File: src/rtl/ssa_pkg.sv
package ssa_pkg;
  typedef struct packed {
    logic seen;
    logic syntax;
    logic content;
    logic null_n;
  } slot_flags_t;

  localparam int AGG_BITS = 3;
endpackage

File: src/rtl/ssa_frame_check.sv
module ssa_frame_check #(
  parameter int ID_W  = 11,
  parameter int LEN_W = 7
) (
  input  logic [ID_W-1:0]  id_i,
  input  logic [ID_W-1:0]  cur_i,
  input  logic [LEN_W-1:0] len_i,
  input  logic [LEN_W-1:0] cfg_len_i,
  input  logic             ppi_i,
  input  logic             null_n_i,
  output logic             bad_o
);
  logic id_bad, len_bad, combo_bad;

  always_comb begin
    id_bad    = (id_i == '0) || (id_i != cur_i);
    len_bad   = (len_i != cfg_len_i);
    combo_bad = ppi_i && !null_n_i;
    bad_o     = id_bad || len_bad || combo_bad;
  end
endmodule

File: src/rtl/ssa_slot_tracker.sv
module ssa_slot_tracker
  import ssa_pkg::*;
(
  input  logic        clk,
  input  logic        rst,
  input  logic        slot_start_i,
  input  logic        slot_end_i,
  input  logic        hdr_vld_i,
  input  logic        hdr_bad_i,
  input  logic        hdr_null_n_i,
  input  logic        syn_err_i,
  output logic        commit_o,
  output logic        st_valid_o,
  output slot_flags_t st_flags_o,
  output logic [AGG_BITS-1:0] set_o
);
  slot_flags_t work_q, work_d, base;
  logic        valid_d;

  always_comb begin
    base   = slot_start_i ? '0 : work_q;
    work_d = base;
    if (hdr_vld_i) begin
      work_d.seen    = 1'b1;
      work_d.content = base.content | hdr_bad_i;
      work_d.null_n  = hdr_null_n_i;
    end
    if (syn_err_i) work_d.syntax = 1'b1;
    valid_d  = work_d.seen && !work_d.content && !work_d.syntax;
    commit_o = slot_end_i && valid_d && work_d.null_n;
    set_o    = slot_end_i ? {valid_d, work_d.syntax, work_d.content} : '0;
  end

  always_ff @(posedge clk) begin
    if (rst) begin
      work_q     <= '0;
      st_flags_o <= '0;
      st_valid_o <= 1'b0;
    end else begin
      work_q <= slot_end_i ? '0 : work_d;
      if (slot_end_i) begin
        st_flags_o <= work_d;
        st_valid_o <= valid_d;
      end
    end
  end


  syntax_blocks_valid_chk: assert property (@(posedge clk) disable iff (rst)
    st_flags_o.syntax |-> !st_valid_o);


  content_blocks_valid_chk: assert property (@(posedge clk) disable iff (rst)
    st_flags_o.content |-> !st_valid_o);


  status_only_at_end_chk: assert property (@(posedge clk) disable iff (rst)
    !$past(slot_end_i) |-> ($stable(st_flags_o) && $stable(st_valid_o)));
endmodule

File: src/rtl/ssa_contents_store.sv
module ssa_contents_store #(
  parameter int W = 32
) (
  input  logic         clk,
  input  logic         rst,
  input  logic         cap_i,
  input  logic [W-1:0] data_i,
  input  logic         commit_i,
  output logic [W-1:0] data_o
);
  logic [W-1:0] shadow_q;
  logic [W-1:0] pick;

  always_comb pick = cap_i ? data_i : shadow_q;

  always_ff @(posedge clk) begin
    if (rst) begin
      shadow_q <= '0;
      data_o   <= '0;
    end else begin
      if (cap_i)    shadow_q <= data_i;
      if (commit_i) data_o   <= pick;
    end
  end


  contents_hold_chk: assert property (@(posedge clk) disable iff (rst)
    !$past(commit_i) |-> $stable(data_o));
endmodule

File: src/rtl/ssa_chan_agg.sv
module ssa_chan_agg
  import ssa_pkg::*;
(
  input  logic                clk,
  input  logic                rst,
  input  logic [AGG_BITS-1:0] set_i,
  input  logic                clr_i,
  output logic [AGG_BITS-1:0] agg_o
);
  always_ff @(posedge clk) begin
    if (rst) agg_o <= '0;
    else     agg_o <= (clr_i ? '0 : agg_o) | set_i;
  end

  generate
    for (genvar g = 0; g < AGG_BITS; g++) begin : g_chk

      sticky_hold_chk: assert property (@(posedge clk) disable iff (rst)
        ($past(agg_o[g]) && !$past(clr_i)) |-> agg_o[g]);

      set_wins_chk: assert property (@(posedge clk) disable iff (rst)
        $past(set_i[g]) |-> agg_o[g]);
    end
  endgenerate
endmodule

File: src/rtl/static_slot_acceptor.sv
module static_slot_acceptor
  import ssa_pkg::*;
#(
  parameter int ID_W  = 11,
  parameter int LEN_W = 7,
  parameter int CYC_W = 6,
  parameter int PAY_W = 64
) (
  input  logic             clk,
  input  logic             rst,
  input  logic             slot_start_i,
  input  logic             slot_end_i,
  input  logic [ID_W-1:0]  cur_slot_i,
  input  logic [LEN_W-1:0] cfg_len_i,
  input  logic             hdr_vld_i,
  input  logic [ID_W-1:0]  hdr_id_i,
  input  logic [LEN_W-1:0] hdr_len_i,
  input  logic             hdr_ppi_i,
  input  logic             hdr_null_n_i,
  input  logic             hdr_rsv_i,
  input  logic [CYC_W-1:0] hdr_cyc_i,
  input  logic [PAY_W-1:0] payload_i,
  input  logic             syn_err_i,
  input  logic             host_clr_i,
  output logic             st_valid_o,
  output logic             st_syntax_o,
  output logic             st_content_o,
  output logic             st_null_n_o,
  output logic [ID_W-1:0]  fc_id_o,
  output logic [LEN_W-1:0] fc_len_o,
  output logic             fc_ppi_o,
  output logic             fc_null_n_o,
  output logic             fc_rsv_o,
  output logic [CYC_W-1:0] fc_cyc_o,
  output logic [PAY_W-1:0] fc_payload_o,
  output logic             agg_valid_o,
  output logic             agg_syntax_o,
  output logic             agg_content_o
);
  localparam int HDR_W = 3 + CYC_W + LEN_W + ID_W;
  localparam int FC_W  = HDR_W + PAY_W;

  logic                hdr_bad;
  logic                commit;
  slot_flags_t         flags;
  logic [AGG_BITS-1:0] set_vec, agg_vec;
  logic [FC_W-1:0]     fc_in, fc_q;

  ssa_frame_check #(.ID_W(ID_W), .LEN_W(LEN_W)) chk_i (
    .id_i      (hdr_id_i),
    .cur_i     (cur_slot_i),
    .len_i     (hdr_len_i),
    .cfg_len_i (cfg_len_i),
    .ppi_i     (hdr_ppi_i),
    .null_n_i  (hdr_null_n_i),
    .bad_o     (hdr_bad)
  );

  ssa_slot_tracker trk_i (
    .clk          (clk),
    .rst          (rst),
    .slot_start_i (slot_start_i),
    .slot_end_i   (slot_end_i),
    .hdr_vld_i    (hdr_vld_i),
    .hdr_bad_i    (hdr_bad),
    .hdr_null_n_i (hdr_null_n_i),
    .syn_err_i    (syn_err_i),
    .commit_o     (commit),
    .st_valid_o   (st_valid_o),
    .st_flags_o   (flags),
    .set_o        (set_vec)
  );

  assign fc_in = {hdr_rsv_i, hdr_ppi_i, hdr_null_n_i, hdr_cyc_i,
                  hdr_len_i, hdr_id_i, payload_i};

  ssa_contents_store #(.W(FC_W)) store_i (
    .clk      (clk),
    .rst      (rst),
    .cap_i    (hdr_vld_i),
    .data_i   (fc_in),
    .commit_i (commit),
    .data_o   (fc_q)
  );

  ssa_chan_agg agg_i (
    .clk   (clk),
    .rst   (rst),
    .set_i (set_vec),
    .clr_i (host_clr_i),
    .agg_o (agg_vec)
  );

  assign st_syntax_o  = flags.syntax;
  assign st_content_o = flags.content;
  assign st_null_n_o  = flags.null_n;
  assign {fc_rsv_o, fc_ppi_o, fc_null_n_o, fc_cyc_o,
          fc_len_o, fc_id_o, fc_payload_o} = fc_q;
  assign {agg_valid_o, agg_syntax_o, agg_content_o} = agg_vec;


  null_never_stored_chk: assert property (@(posedge clk) disable iff (rst)
    !$stable(fc_q) |-> (st_valid_o && st_null_n_o));


  slot_flags_reach_agg_chk: assert property (@(posedge clk) disable iff (rst)
    (st_content_o && $past(slot_end_i)) |-> agg_content_o);
endmodule

File: config.mk
export PLATFORM = sky130hd
export DESIGN_NAME = static_slot_acceptor
export DESIGN_NICKNAME = d
export VERILOG_FILES = /design/src/rtl/ssa_pkg.sv /design/src/rtl/ssa_frame_check.sv /design/src/rtl/ssa_slot_tracker.sv /design/src/rtl/ssa_contents_store.sv /design/src/rtl/ssa_chan_agg.sv /design/src/rtl/static_slot_acceptor.sv
export SDC_FILE = /design/constraint.sdc
export NUM_CORES = 1
export LEC_CHECK = 0
export BUFFER_PORTS_ARGS = -buffer_cell sky130_fd_sc_hd__buf_2
export CORE_MARGIN = 2
export CORE_UTILIZATION = 54
export CTS_CLUSTER_SIZE = 20
export DETAILED_ROUTE_END_ITERATION = 6
export GPL_TIMING_DRIVEN = 0
export PLACE_DENSITY_LB_ADDON = 0.25
export SLEW_MARGIN = 20
export SYNTH_ARGS = -nofsm -noshare
export SYNTH_HDL_FRONTEND = slang
export SYNTH_SLANG_ARGS = --single-unit
export TNS_END_PERCENT = 1
File: constraint.sdc
create_clock -name clk -period 2.3 [get_ports clk]
set_clock_uncertainty 0.15 [all_clocks]
set_input_delay 0.46 -clock clk [delete_from_list [all_inputs] [get_ports clk]]
set_output_delay 0.46 -clock clk [all_outputs]
set_load 0.1 [all_outputs]
### After elaboration in Yosys (flattened, before gate mapping)

Cells that the tools add are included.

* input port bits: 116
* flip-flop bits (word level): 193
* output and inout port bits: 98
* logic and storage cells: 35

* reduce and logical (&&, ||, !) cells: 13
* muxes and demuxes: 7
* bitwise gates (word level): 2
* equal/unequal tests: 2

Operator list (number)
* 2-to-1 mux 91 bit: 1
* logical NOT 11 bit: 1
* != test 11 bit: 1
* != test 7 bit: 1
* 2-to-1 mux 3 bit: 2
* logical AND 1 bit: 5
* 2-to-1 mux 4 bit: 1
* logical NOT 1 bit: 3
* logical OR 1 bit: 3
* bitwise OR 3 bit: 1
* 2-to-1 mux 1 bit: 2
* 2-to-1 mux 2 bit: 1
* OR reduction 2 bit: 1
* bitwise OR 1 bit: 1

### Logic depth before layout (Yosys ltp)

* word-level depth: 11
* mapped depth: 8
* mapped depth without buffers: 5

### By module

Synthesis repeated with hierarchy kept, for this count alone.

* cell total of the unflattened synthesis: 680
* area, all modules: 6945.4 µm²

By module, submodules not included
* ssa_contents_store: seq. area each 3643.5 µm², cells each 596, instances 1, area each 6221.0 µm²
* ssa_slot_tracker: seq. area each 180.2 µm², cells each 42, instances 1, area each 391.6 µm²
* ssa_frame_check: seq. area each 0.0 µm², cells each 30, instances 1, area each 227.7 µm²
* ssa_chan_agg: seq. area each 60.1 µm², cells each 12, instances 1, area each 105.1 µm²

### Worst setup path after synthesis

Ideal clock, no wire load.

* path type: input port to flip-flop
* from: input port slot_end_i
* to: register store_i.data_o[10]
* path slack: 324 ps
* data required time: 2025 ps
* library setup time: 125 ps
* stages on the path: 8
* path buffers: 3
* arrival: 1701 ps
* cells stage by stage: buf_4 -> and2b_1 -> o211ai_2 -> or2_1 -> buf_6 -> buf_4 -> a221oi_2 -> nand3_1

* cells in the longest elaborated chain, start to end: 2

Ends and longest elaborated chain
* start, declared: RTL line static_slot_acceptor.sv:12 `input logic slot_end_i,`
* logical AND 1 bit (2 in a row): RTL line ssa_slot_tracker.sv:30 `commit_o = slot_end_i && valid_d && work_d.null_n;`
* end signal, assigned: RTL line ssa_contents_store.sv:22 `if (commit_i) data_o <= pick;`
* end, declared: RTL line ssa_contents_store.sv:9 `output logic [W-1:0] data_o`

Every way passes these cells.
A chain may end at the register's enable or synchronous reset.

### Worst setup path after layout

* from: register trk_i.work_q[1] (netlist name)
* to: register store_i.data_o[6]

* cells in the longest elaborated chain, start to end: 8

Ends and longest elaborated chain
* start, declared: RTL line ssa_slot_tracker.sv:17 `slot_flags_t work_q, work_d, base;`
* start signal, assigned: RTL line ssa_slot_tracker.sv:40 `work_q <= slot_end_i ? '0 : work_d;`
* 2-to-1 mux 4 bit *: RTL line ssa_slot_tracker.sv:21 `base = slot_start_i ? '0 : work_q;`
* bitwise OR 1 bit: RTL line ssa_slot_tracker.sv:25 `work_d.content = base.content | hdr_bad_i;`
* 2-to-1 mux 2 bit *: RTL line ssa_slot_tracker.sv:23 `if (hdr_vld_i) begin`
* logical NOT 1 bit *: RTL line ssa_slot_tracker.sv:29 `valid_d = work_d.seen && !work_d.content && !work_d.syntax;`
* logical AND 1 bit * (2 in a row): RTL line ssa_slot_tracker.sv:29
* logical AND 1 bit * (2 in a row): RTL line ssa_slot_tracker.sv:30

Every way passes the cells marked *; elsewhere a longest branch is shown, timed or not.

==> summary.md <==
| Metric | Value |
|---|---|
| Grt ovf | `0` |
| Worst reg-to-reg setup slack | `0.06 ns` |
| Die height | `150.2 µm` |
| Antenna viol nets, final | `0` |
| Antenna violations before repair | `1` |
| Most common library cell in the layout ignoring fill and taps | `sky130_fd_sc_hd__buf_2` |
| Crit share post-route | `0.9753` |
| Peak ir drop on the vdd network | `about 0.0006 V` |
| Worst Setup Slack post-DPL | `-0.4396 ns` |
| Final routed wire length divided by cell count | `18.78 µm` |
| Proportion of netlist area held by the largest area contributor | `0.3347` |
| Pre-antenna DRT Iters | `5` |
| Worst hold slack | `0.1183 ns` |
| CTS max path bufs | `2` |
| EDFF count, synth | `0` |
| Highest-count cells in the layout ignoring fill and taps | `sky130_fd_sc_hd__buf_2, sky130_fd_sc_hd__dfxtp_1, sky130_fd_sc_hd__clkbuf_1` |
| Number of global-route vias before repair | `roughly 11000` |
| TritonCTS buffer count | `17` |
| Total power of the final layout | `approximately 12 mW` |
| Sinks on Clock Net | `193` |
| Setup WS post-layout | `0.05675 ns` |
| Max-slew violations | `0` |
| CP Data Arrival Time | `2.41 ns` |
| Proportion of layout cells with a drive suffix above 1 | `0.2217` |
| Sequential area share after synthesis | `0.3347` |
| Switching power total | `5.200 mW` |
| Biggest area consumer among synthesized cells | `sky130_fd_sc_hd__dfxtp_1` |
| Switching part of the total power | `0.4380` |
| Source of the worst register-to-register timing path | `trk_i.work_q[1]` |
| Endpoint of the lowest-slack register-to-register path | `store_i.data_o[6]` |
| Clock edge transition at the registers on the reported setup and hold paths | `around 0.070 ns` |
| Total leakage power | `6.148 nW` |
| Effective utilization at floorplan | `0.5491` |
| WS Path Type | `flop to flop` |
| Root Buffer | `sky130_fd_sc_hd__clkbuf_16` |
| Part of the power in combinational logic | `0.391` |
| Fmax | `445.8 MHz` |
| Worst Path Required | `2.47 ns` |
| Via density per instance | `6.133` |
| RSZ-0062 raised after global routing | `true` |
| Worst-margin pin slew | `0.9675 ns` |
| Max_cap viols | `0` |
| Cell area after technology mapping | `11540 µm²` |
| Worst Reg2Reg Path Length in Cells | `7` |
| All-Layer GR Usage | `0.3130` |
| Cell Rows | `between 50 and 60` |
| Hold bufs inserted after CTS | `0` |
| Area growth syn-to-layout | `17.72%` |
| Worst setup SP type | `flop` |
| Ports | `214` |
| Cell depth of the worst min-delay path | `2` |
| Buffers on Ports | `210` |
| Largest fanout of any net on the critical path | `10` |
| Worst slew margin relative to its limit | `0.3550` |
| Total of warnings raised by yosys | `0` |
| Wire length of the first global-routing pass | `56460 µm` |
| Hpwl dp | `24800 µm` |
| Final-layout setup total negative slack | `0 ns` |
| Count of H-tree levels built during CTS | `4` |
| Fraction of power consumed by the clock network | `0.270` |
| Type of destination of the critical path | `flop` |
| Number of distinct library cells after synthesis | `35` |
| Placeable core area | `21020 µm²` |
| Gate Count Post-Synth | `1429` |
| Worst hold path class | `primary input to flop` |
| Total via count in the routed design | `11934` |
| Main area contributors after synthesis | `sky130_fd_sc_hd__dfxtp_1, sky130_fd_sc_hd__mux2i_1, sky130_fd_sc_hd__a221oi_1` |
| Post-Syn Area per Cell | `8.077 µm²` |
| Number of design-rule violations left by the first detailed-router iteration | `roughly 950` |
| Skew-Pair Late Insertion Delay | `0.44 ns` |
| Placer's final routability congestion estimate | `roughly 0.95` |
| Pwr dens | `873.7 nW/µm²` |
| Number of DRC violations after detailed routing | `0` |
| DIE WIDTH | `150.2 µm` |
| Number of hold-slack violations in the final timing report | `0` |
| Total of flip-flops plus latches after synthesis | `193` |
| TritonCTS clock tree | `yes` |
| Outcome | `finished, final reports clean` |
| Hold worst-path end | `trk_i.work_q[2]` |
| Period minus WS final | `about 2.2 ns` |
| Internal cell power | `between 6 and 7 mW` |
| Post-CTS Setup Inserts | `0` |
| Async S/R FF share, synth | `0` |
| Sequential cell fraction of total power | `0.339` |
| Finish-stage setup viols | `0` |
| Number of nets in the layout | `1774` |
| Pin count of the biggest net entering global routing | `17` |
| Final cell count without fillers | `1946` |
| Most used flip-flop cell after synthesis | `sky130_fd_sc_hd__dfxtp_1` |
| Hold path startpoint | `syn_err_i` |
| Die Area | `22560 µm²` |
| Total routed wirelength | `around 37000 µm` |
| Number of instances in the placed design | `around 1900` |
| Net count of the mapped netlist | `1545` |
-- worst max-delay path, stage by stage, from the launching register on --
cell and delay [ns]:
sky130_fd_sc_hd__dfxtp_1 0.31, sky130_fd_sc_hd__nor2b_1 0.28, sky130_fd_sc_hd__or2_1 0.19, sky130_fd_sc_hd__buf_2 0.32, sky130_fd_sc_hd__clkbuf_1 0.45, sky130_fd_sc_hd__nor4_1 0.11
sky130_fd_sc_hd__a221oi_2 0.20, sky130_fd_sc_hd__nand3_1 0.11
-- through the flow --
step,area [µm²],util
5_1_grt,13580,0.6462
4_1_cts,13560,0.6449
2_1_floorplan,11540,-
6_report,13590,0.6464
3_3_place_gp,12940,0.6154
3_5_place_dp,12940,0.6154
-- logic make-up after synthesis --
group,synth area share
buffers and inverters,0.09810
DFF,0.3347
AOI/OAI and AO/OA,0.1316
xor gates and xnor gates,0.01366
and+or+nand+nor,0.3438
muxes,0.07805
-- cell type report --
class                   count  area, µm²
diodes                      2      5.005
fillers                  1818       7433
multi-input cells         981       6558
flip-flops and latches    193       3864
repair buffers            210       1051
clock inverters             9      156.4
well taps                 275      344.1
clock buffers              21      460.4
plain buffers             163      804.5
inverters                  92      345.3
-- timing repair --
action,4_1_cts,5_1_grt
gates cloned,0,0
resized for setup,2,27
setup endpoints to repair,3,71
-- worst max-delay path by stage --
stage	startpoint	end	slack, ns	cells after the start
after CTS	trk_i.work_q[1]	store_i.data_o[56]	0.01	7
after detailed placement	hdr_len_i[0]	store_i.data_o[59]	-0.44	8
final	trk_i.work_q[1]	store_i.data_o[6]	0.06	7
after floorplan	slot_end_i	store_i.data_o[10]	0.32	8
after global routing	trk_i.work_q[1]	store_i.data_o[56]	-0.05	7
after global placement	hdr_id_i[1]	store_i.data_o[69]	-0.41	8
-- cells in the mapped netlist (all sizes together), types with 2 or more instances --
cell type	n
dfxtp	193
clkbuf	111
nor3	96
nor2b	95
nand4	94
nor4	94
nand3	93
or2	93
a221oi	92
and2	92
inv	92
o21ai	92
mux2i	90
buf	52
xnor2	10
xor2	8
nor2	6
nand2	5
nand2b	5
a211oi	2
a21o	2
a21oi	2
o21a	2
o32ai	2
-- power groups by stage --
stage | clock, mW | sequential [mW] | combinational, mW
6_report | 3.21 | 4.02 | 4.64
3_5_place_dp | 0 | 4.08 | 4.60
4_1_cts | 3.21 | 4.01 | 4.62
2_1_floorplan | 0 | 6.56 | 1.27
5_1_grt | 3.34 | 4.05 | 4.84
3_3_place_gp | 0 | 4.08 | 4.55
-- sequential cells by signal (all words and copies together), names as in the netlist --
name and flops:
store_i.data_o 91, store_i.shadow_q 91, trk_i.work_q 4, agg_i.agg_o 3, trk_i.st_flags_o 3, trk_i.st_valid_o 1
-- metal layers --
metal / vias up / track usage / part of all wire
li1: 5618 / - / -
met1: 5505 / 0.4241 / 0.42
met2: 692 / 0.4893 / 0.45
met3: 119 / 0.05576 / 0.091
met4: 0 / 0.1358 / 0.037
met5: - / 0 / 0
Power figures use the tool's default switching activity.
